File: src/rtl/xbc_pkg.sv
package xbc_pkg;
  localparam int unsigned BYTE_W   = 8;
  localparam int unsigned IDX_W    = 4;
  localparam int unsigned DMA_BIT  = 7;
  localparam int unsigned ST_DONE  = 3;
  localparam int unsigned ST_ZERO  = 4;
  localparam int unsigned ST_PAR   = 5;
  localparam int unsigned ST_GROSS = 6;

  typedef enum logic [2:0] {
    PH_DATA_OUT = 3'b000,
    PH_DATA_IN  = 3'b001,
    PH_COMMAND  = 3'b010,
    PH_STATUS   = 3'b011,
    PH_MSG_OUT  = 3'b110,
    PH_MSG_IN   = 3'b111
  } bus_phase_e;
endpackage

File: src/rtl/xbc_stage_regs.sv
module xbc_stage_regs #(
  parameter int unsigned BYTES = 3,
  parameter int unsigned IDX_W = 4,
  parameter logic [BYTES*IDX_W-1:0] IDX_MAP = {4'hE, 4'h1, 4'h0}
) (
  input  logic                   clk,
  input  logic                   rst_n,
  input  logic                   wr_en,
  input  logic [IDX_W-1:0]       wr_idx,
  input  logic [7:0]             wr_data,
  output logic [BYTES*8-1:0]     stage
);
  for (genvar b = 0; b < BYTES; b++) begin : g_byte
    logic       hit;
    logic [7:0] byte_d;
    logic [7:0] byte_q;

    always_comb begin
      hit    = wr_en && (wr_idx == IDX_MAP[b*IDX_W +: IDX_W]);
      byte_d = hit ? wr_data : byte_q;
    end

    always_ff @(posedge clk or negedge rst_n) begin
      if (!rst_n) byte_q <= '0;
      else if (hit) byte_q <= byte_d;
    end

    assign stage[b*8 +: 8] = byte_q;
  end
endmodule

File: src/rtl/xbc_down_counter.sv
module xbc_down_counter #(
  parameter int unsigned CNT_W = 24
) (
  input  logic             clk,
  input  logic             rst_n,
  input  logic             load,
  input  logic [CNT_W-1:0] load_val,
  input  logic             dec_stb,
  output logic [CNT_W-1:0] count,
  output logic             done
);
  logic [CNT_W-1:0] count_q, count_d;
  logic             done_q, done_d;
  logic             cnt_en;
  logic             at_zero, at_one;

  always_comb begin
    at_zero = (count_q == '0);
    at_one  = (count_q == CNT_W'(1));
    count_d = count_q;
    done_d  = done_q;
    if (load) begin
      count_d = load_val;
      done_d  = (load_val == '0);
    end else if (dec_stb && !at_zero) begin
      count_d = count_q - CNT_W'(1);
      if (at_one) done_d = 1'b1;
    end
    cnt_en = load || (dec_stb && !at_zero);
  end

  always_ff @(posedge clk or negedge rst_n) begin
    if (!rst_n) begin
      count_q <= '0;
      done_q  <= 1'b0;
    end else if (cnt_en) begin
      count_q <= count_d;
      done_q  <= done_d;
    end
  end

  assign count = count_q;
  assign done  = done_q;
endmodule

File: src/rtl/xbc_read_mux.sv
module xbc_read_mux #(
  parameter int unsigned BYTES = 3,
  parameter int unsigned IDX_W = 4,
  parameter logic [BYTES*IDX_W-1:0] IDX_MAP = {4'hE, 4'h1, 4'h0}
) (
  input  logic [BYTES*8-1:0] count,
  input  logic [IDX_W-1:0]   rd_idx,
  output logic [7:0]         rd_data
);
  always_comb begin
    rd_data = '0;
    for (int b = 0; b < BYTES; b++) begin
      if (rd_idx == IDX_MAP[b*IDX_W +: IDX_W]) rd_data = count[b*8 +: 8];
    end
  end
endmodule

File: src/rtl/xbc_status_pack.sv
module xbc_status_pack
  import xbc_pkg::*;
(
  input  logic       zero,
  input  logic       done,
  input  logic [2:0] phase,
  input  logic       parity_err,
  input  logic       gross_err,
  output logic [7:0] status
);
  always_comb begin
    status           = '0;
    status[2:0]      = phase;
    status[ST_DONE]  = done;
    status[ST_ZERO]  = zero;
    status[ST_PAR]   = parity_err;
    status[ST_GROSS] = gross_err;
  end
endmodule

File: src/rtl/xfer_byte_counter.sv
module xfer_byte_counter
  import xbc_pkg::*;
#(
  parameter int unsigned BYTES = 3,
  parameter logic [BYTES*IDX_W-1:0] IDX_MAP = {4'hE, 4'h1, 4'h0}
) (
  input  logic             clk,
  input  logic             rst_n,
  input  logic             wr_en,
  input  logic [IDX_W-1:0] wr_idx,
  input  logic [7:0]       wr_data,
  input  logic [IDX_W-1:0] rd_idx,
  output logic [7:0]       rd_data,
  input  logic             cmd_valid,
  input  logic [7:0]       cmd_byte,
  input  logic             byte_stb,
  input  logic [2:0]       bus_phase,
  input  logic             parity_err,
  input  logic             gross_err,
  output logic [7:0]       status,
  output logic             cnt_zero,
  output logic             xfer_done
);
  localparam int unsigned CNT_W = BYTES * BYTE_W;

  logic [CNT_W-1:0] stage;
  logic [CNT_W-1:0] count_q;
  logic             load;
  logic             unused_cmd_bits;

  assign load            = cmd_valid && cmd_byte[DMA_BIT];
  assign unused_cmd_bits = ^cmd_byte[6:0];

  xbc_stage_regs #(.BYTES(BYTES), .IDX_W(IDX_W), .IDX_MAP(IDX_MAP)) u_stage (
    .clk(clk), .rst_n(rst_n), .wr_en(wr_en), .wr_idx(wr_idx),
    .wr_data(wr_data), .stage(stage)
  );

  xbc_down_counter #(.CNT_W(CNT_W)) u_cnt (
    .clk(clk), .rst_n(rst_n), .load(load), .load_val(stage),
    .dec_stb(byte_stb), .count(count_q), .done(xfer_done)
  );

  xbc_read_mux #(.BYTES(BYTES), .IDX_W(IDX_W), .IDX_MAP(IDX_MAP)) u_rd (
    .count(count_q), .rd_idx(rd_idx), .rd_data(rd_data)
  );

  assign cnt_zero = (count_q == '0);

  xbc_status_pack u_stat (
    .zero(cnt_zero), .done(xfer_done), .phase(bus_phase),
    .parity_err(parity_err), .gross_err(gross_err), .status(status)
  );
endmodule

File: config.mk
export PLATFORM = sky130hd
export DESIGN_NAME = xfer_byte_counter
export DESIGN_NICKNAME = d
export VERILOG_FILES = /design/src/rtl/xbc_pkg.sv /design/src/rtl/xbc_stage_regs.sv /design/src/rtl/xbc_down_counter.sv /design/src/rtl/xbc_read_mux.sv /design/src/rtl/xbc_status_pack.sv /design/src/rtl/xfer_byte_counter.sv
export SDC_FILE = /design/constraint.sdc
export NUM_CORES = 1
export LEC_CHECK = 0
export ABC_AREA = 1
export BUFFER_PORTS_ARGS = -buffer_cell sky130_fd_sc_hd__buf_2
export CORE_ASPECT_RATIO = 1.2
export CORE_MARGIN = 2
export CORE_UTILIZATION = 51
export DETAILED_ROUTE_END_ITERATION = 10
export HOLD_SLACK_MARGIN = 0.08
export PLACE_DENSITY = 0.81
export SLEW_MARGIN = 20
export SYNTH_ARGS = -nofsm -noshare
export SYNTH_HDL_FRONTEND = slang
export SYNTH_SLANG_ARGS = --single-unit
File: constraint.sdc
create_clock -name clk -period 1.5 [get_ports clk]
set_input_delay 0.3 -clock clk [delete_from_list [all_inputs] [get_ports clk]]
set_output_delay 0.3 -clock clk [all_outputs]
set_load 0.01 [all_outputs]
==> implementation parameters <==
Parameter                              Value

Outcome
  Run status    finished, violations left
  Violations in the final reports    negative setup slack

Setup path
  Cell type of the slowest stage on the worst timing path    sky130_fd_sc_hd__dfrtp_1
  Worst reg-to-reg path cell count    11
  WP data arrival    1.61 ns
  Worst-path maximum fanout    2
  Data required, critical path    1.20 ns
  Reg-to-reg endpoint    u_cnt.count[6]
  Class of the most critical setup path    reg -> out
  Number of buffers and inverters on the critical path    3
  CP Capture Type    primary output
  Max stage delay on crit path    0.44 ns
  Setup crit start kind    register
  Worst-case register-to-register setup slack    -0.39 ns
  Top delay family on crit path    simple AND/OR/NAND/NOR gates
  Critical-path cell list    nor2_2 -> nand2_2 -> nor2_2 -> nand3_2 -> buf_6 -> inv_4 -> buf_6
  Worst R2R Start    u_cnt.count[5]

Logic synthesis
  Leading cell types by count after synthesis    sky130_fd_sc_hd__nand2_1, sky130_fd_sc_hd__nor2_1, sky130_fd_sc_hd__dfrtp_1
  Count of cell types in the netlist    31
  Most common cell in the netlist    sky130_fd_sc_hd__nand2_1
  Library cell with the largest summed area after synthesis    sky130_fd_sc_hd__dfrtp_1
  Yosys reg bits    49
  Average instance area after synthesis    6.77 um^2
  Portion of the post-synthesis area used by sequential elements    39.7%
  Top flip-flop cell by instance count after synthesis    sky130_fd_sc_hd__dfrtp_1
  Fraction of registers with async set or reset after synthesis    100%
  EDFF count, synth    0
  Netlist area before placement    3090 um^2
  Synth top area share    39.7%
  Count of yosys warnings during synthesis    0
  Total nets after synthesis    494
  Main area contributors after synthesis    sky130_fd_sc_hd__dfrtp_1, sky130_fd_sc_hd__nand2_1, sky130_fd_sc_hd__nand3_1
  Number of instances in the synthesized netlist    457

STA
  Unrepaired setup endpoints after global routing    yes
  Tmin final    1.91 ns
  FMAX    0.524 GHz
  Final hold violations    0
  Final cycle utilization of the critical path    127%
  Least setup slack across all paths after layout    -0.408 ns
  Count of endpoints failing setup in the final report    34
  Number of pins with negative max-slew slack in the final report    0
  Clk_skew    0.0128 ns

GRT
  Remaining global-route overflow    0
  Global-route wire length before repair    16700 um
  All-layer global routing usage    33.4%
  Pin count of the biggest net entering global routing    50
  Number of antenna violations at the first check in global routing    0
  Via count of the first global-routing pass    3614

Clock tree
  Register clock-pin slew on the reported worst setup and hold paths    0.10 ns
  H-tree Lvls    2
  Number of CTS-inserted buffers    5
  Num Clock Sinks    49
  Max clock buf depth    2
  CTS Root Cell    sky130_fd_sc_hd__clkbuf_8
  Worst-skew pair later-pin latency    0.32 ns
  CTS tree    yes

Worst hold path
  Worst min-delay path category    in -> reg
  Number of stages on the worst hold path    3
  Hold Crit Start    wr_data[7]
  Worst Hold End    u_stage.g_byte[1].byte_q[7]

Die
  Total Die Area    6700 um^2
  Effective utilization at floorplan    52.1%
  Vertical die dimension    89.3 um
  Total number of placement rows    31
  Die X-Extent    75.1 um
  Placeable core region    5930 um^2
  Total I/O pin count    52

Pwr
  Worst vdd ir    0.785 mV
  Switching power share of the total    45.9%
  Cell leakage power    2.36 nW
  Internal power    4.47 mW
  Total power after layout    8.26 mW
  Sequential fraction of design power    25.6%
  Power density normalized to cell area    1820 nW/um^2
  Net switching power    3.79 mW
  Clock network fraction of total power    10.8%
  Proportion of power drawn by combinational gates    63.6%

Cells and area
  Final design utilization    76.4%
  Area occupied by registers    1230 um^2
  Layout overhead on the synthesized area    46.7%
  Antenna Diode Count    0
  Post-layout net count    614
  Footprint of the multi-input gates    1840 um^2
  Fill count    365
  Share of post-route cells with drive strength above 1    36.3%

Drt
  Average routed wire per standard cell    18.7 um
  Count of nets left with antenna violations after detail routing    0
  Initial DRT Pass Iterations    7
  Total wire length after detailed routing    12300 um
  Iteration-0 DRC Markers    533
  Detailed-route via count    3915
  Vias per std cell    5.93
  DRC violation count after routing    0

Place
  Placement-stage worst setup slack    -0.147 ns
  RD Place Congestion    0.910
  HPWL after detailed placement    6600 um
  Count of input and output buffers    33

Run
  Maxcap violations    0
metal layers:
layer	GRT usage, %	share of wire, %
met4	22.6	8.1
met3	4.62	9.6
met1	37.8	33
met5	0	0
met2	57.6	49
how the worst max path moves through the flow:
| stage | depth (start not counted) | slack, ns | startpoint | endpoint |
|---|---|---|---|---|
| floorplan | 9 | 0.03 | u_cnt.count[1] | u_cnt.count[18] |
| global placement | 10 | -0.06 | u_cnt.count[0] | u_cnt.count[6] |
| detailed placement | 10 | -0.15 | u_cnt.count[0] | u_cnt.count[20] |
| CTS | 7 | -0.26 | u_cnt.count[18] | status[4] |
| global route | 7 | -0.45 | u_cnt.count[10] | cnt_zero |
| finish | 7 | -0.41 | u_cnt.count[5] | cnt_zero |
flip-flops by register name (all words and copies together) (netlist names):
name                   flops
u_stage.g_byte.byte_q     24
u_cnt.count               24
u_cnt.done                 1
repair_timing:
| action | 4_1_cts | 5_1_grt |
|---|---|---|
| gates resized for setup | 69 | 44 |
| hold endpoints to repair | 49 | 0 |
| hold buffers | 1 | 0 |
| pin swaps | 14 | 19 |
| setup endpoints to repair | 33 | 35 |
| buffers inserted | 11 | 24 |
| gates cloned | 3 | 0 |
power by group through the flow:
| stage | sequential (mW) | clock [mW] | combinational, mW |
|---|---|---|---|
| CTS | 2.04 | 0.872 | 4.20 |
| detailed placement | 2.03 | 0 | 3.51 |
| floorplan | 2.07 | 0 | 1.83 |
| global route | 2.14 | 0.935 | 5.53 |
| global placement | 2.00 | 0 | 3.38 |
| finish | 2.11 | 0.895 | 5.26 |
kinds of logic (layout without fill, tap and decap cells):
family	after synthesis	in the layout	synth area share [%]
adders and majority gates	3	3	1.21
other	1	1	0.121
and+or+nand+nor	290	291	39.1
AOI/OAI and AO/OA	46	46	8.86
DFF	49	49	39.7
xor gates and xnor gates	6	6	1.70
buffers and inverters	62	182	9.31
placed cells by master (no fill, tap or decap), types with 2 or more instances in the layout:
master	netlist	final
sky130_fd_sc_hd__a21oi_1	2	2
sky130_fd_sc_hd__buf_12	0	5
sky130_fd_sc_hd__buf_2	1	32
sky130_fd_sc_hd__buf_4	8	65
sky130_fd_sc_hd__buf_6	3	26
sky130_fd_sc_hd__clkbuf_8	0	6
sky130_fd_sc_hd__clkinv_4	0	2
sky130_fd_sc_hd__dfrtp_1	49	49
sky130_fd_sc_hd__ha_4	0	2
sky130_fd_sc_hd__inv_1	41	31
sky130_fd_sc_hd__inv_2	1	6
sky130_fd_sc_hd__inv_4	0	5
sky130_fd_sc_hd__nand2_1	170	156
sky130_fd_sc_hd__nand2_2	1	11
sky130_fd_sc_hd__nand2_4	1	3
sky130_fd_sc_hd__nand2_8	0	2
sky130_fd_sc_hd__nand3_1	45	40
sky130_fd_sc_hd__nand3_2	1	6
sky130_fd_sc_hd__nand4_1	7	7
sky130_fd_sc_hd__nor2_1	56	38
sky130_fd_sc_hd__nor2_2	4	15
sky130_fd_sc_hd__nor2_4	2	10
sky130_fd_sc_hd__o211ai_1	3	3
sky130_fd_sc_hd__o21ai_0	30	28
sky130_fd_sc_hd__o21ai_1	1	3
sky130_fd_sc_hd__o21ai_2	4	4
sky130_fd_sc_hd__o221ai_2	0	5
sky130_fd_sc_hd__xor2_1	5	4
worst register-to-register path: cells and delay by family (launching register included):
kind	cells	cell delay, ns
buffers and inverters	3	0.39
and+or+nand+nor	8	0.93
DFF	1	0.44
per-stage QoR:
stage / TNS, ns / cell area, um^2 / instances / hold slack [ns]
after CTS: -3.67 / 4280 / 643 / 0.281
after floorplan: 0 / 3090 / 457 / 0.00441
after global placement: -0.810 / 3790 / 620 / 0.302
after global routing: -10.01 / 4540 / 660 / 0.297
final: -8.28 / 4540 / 660 / 0.278
after detailed placement: -2.02 / 3790 / 620 / 0.306
cell type report:
| cell class | count | area share, % |
|---|---|---|
| multi-input combinational | 347 | 40.5 |
| timing repair buffer | 131 | 24.1 |
| inverter | 43 | 3.94 |
| clock buffer | 6 | 1.82 |
| clock inverter | 2 | 0.386 |
| tap | 82 | 2.26 |
| sequential | 49 | 27.0 |
No activity file was read; power rests on OpenSTA's default activity.
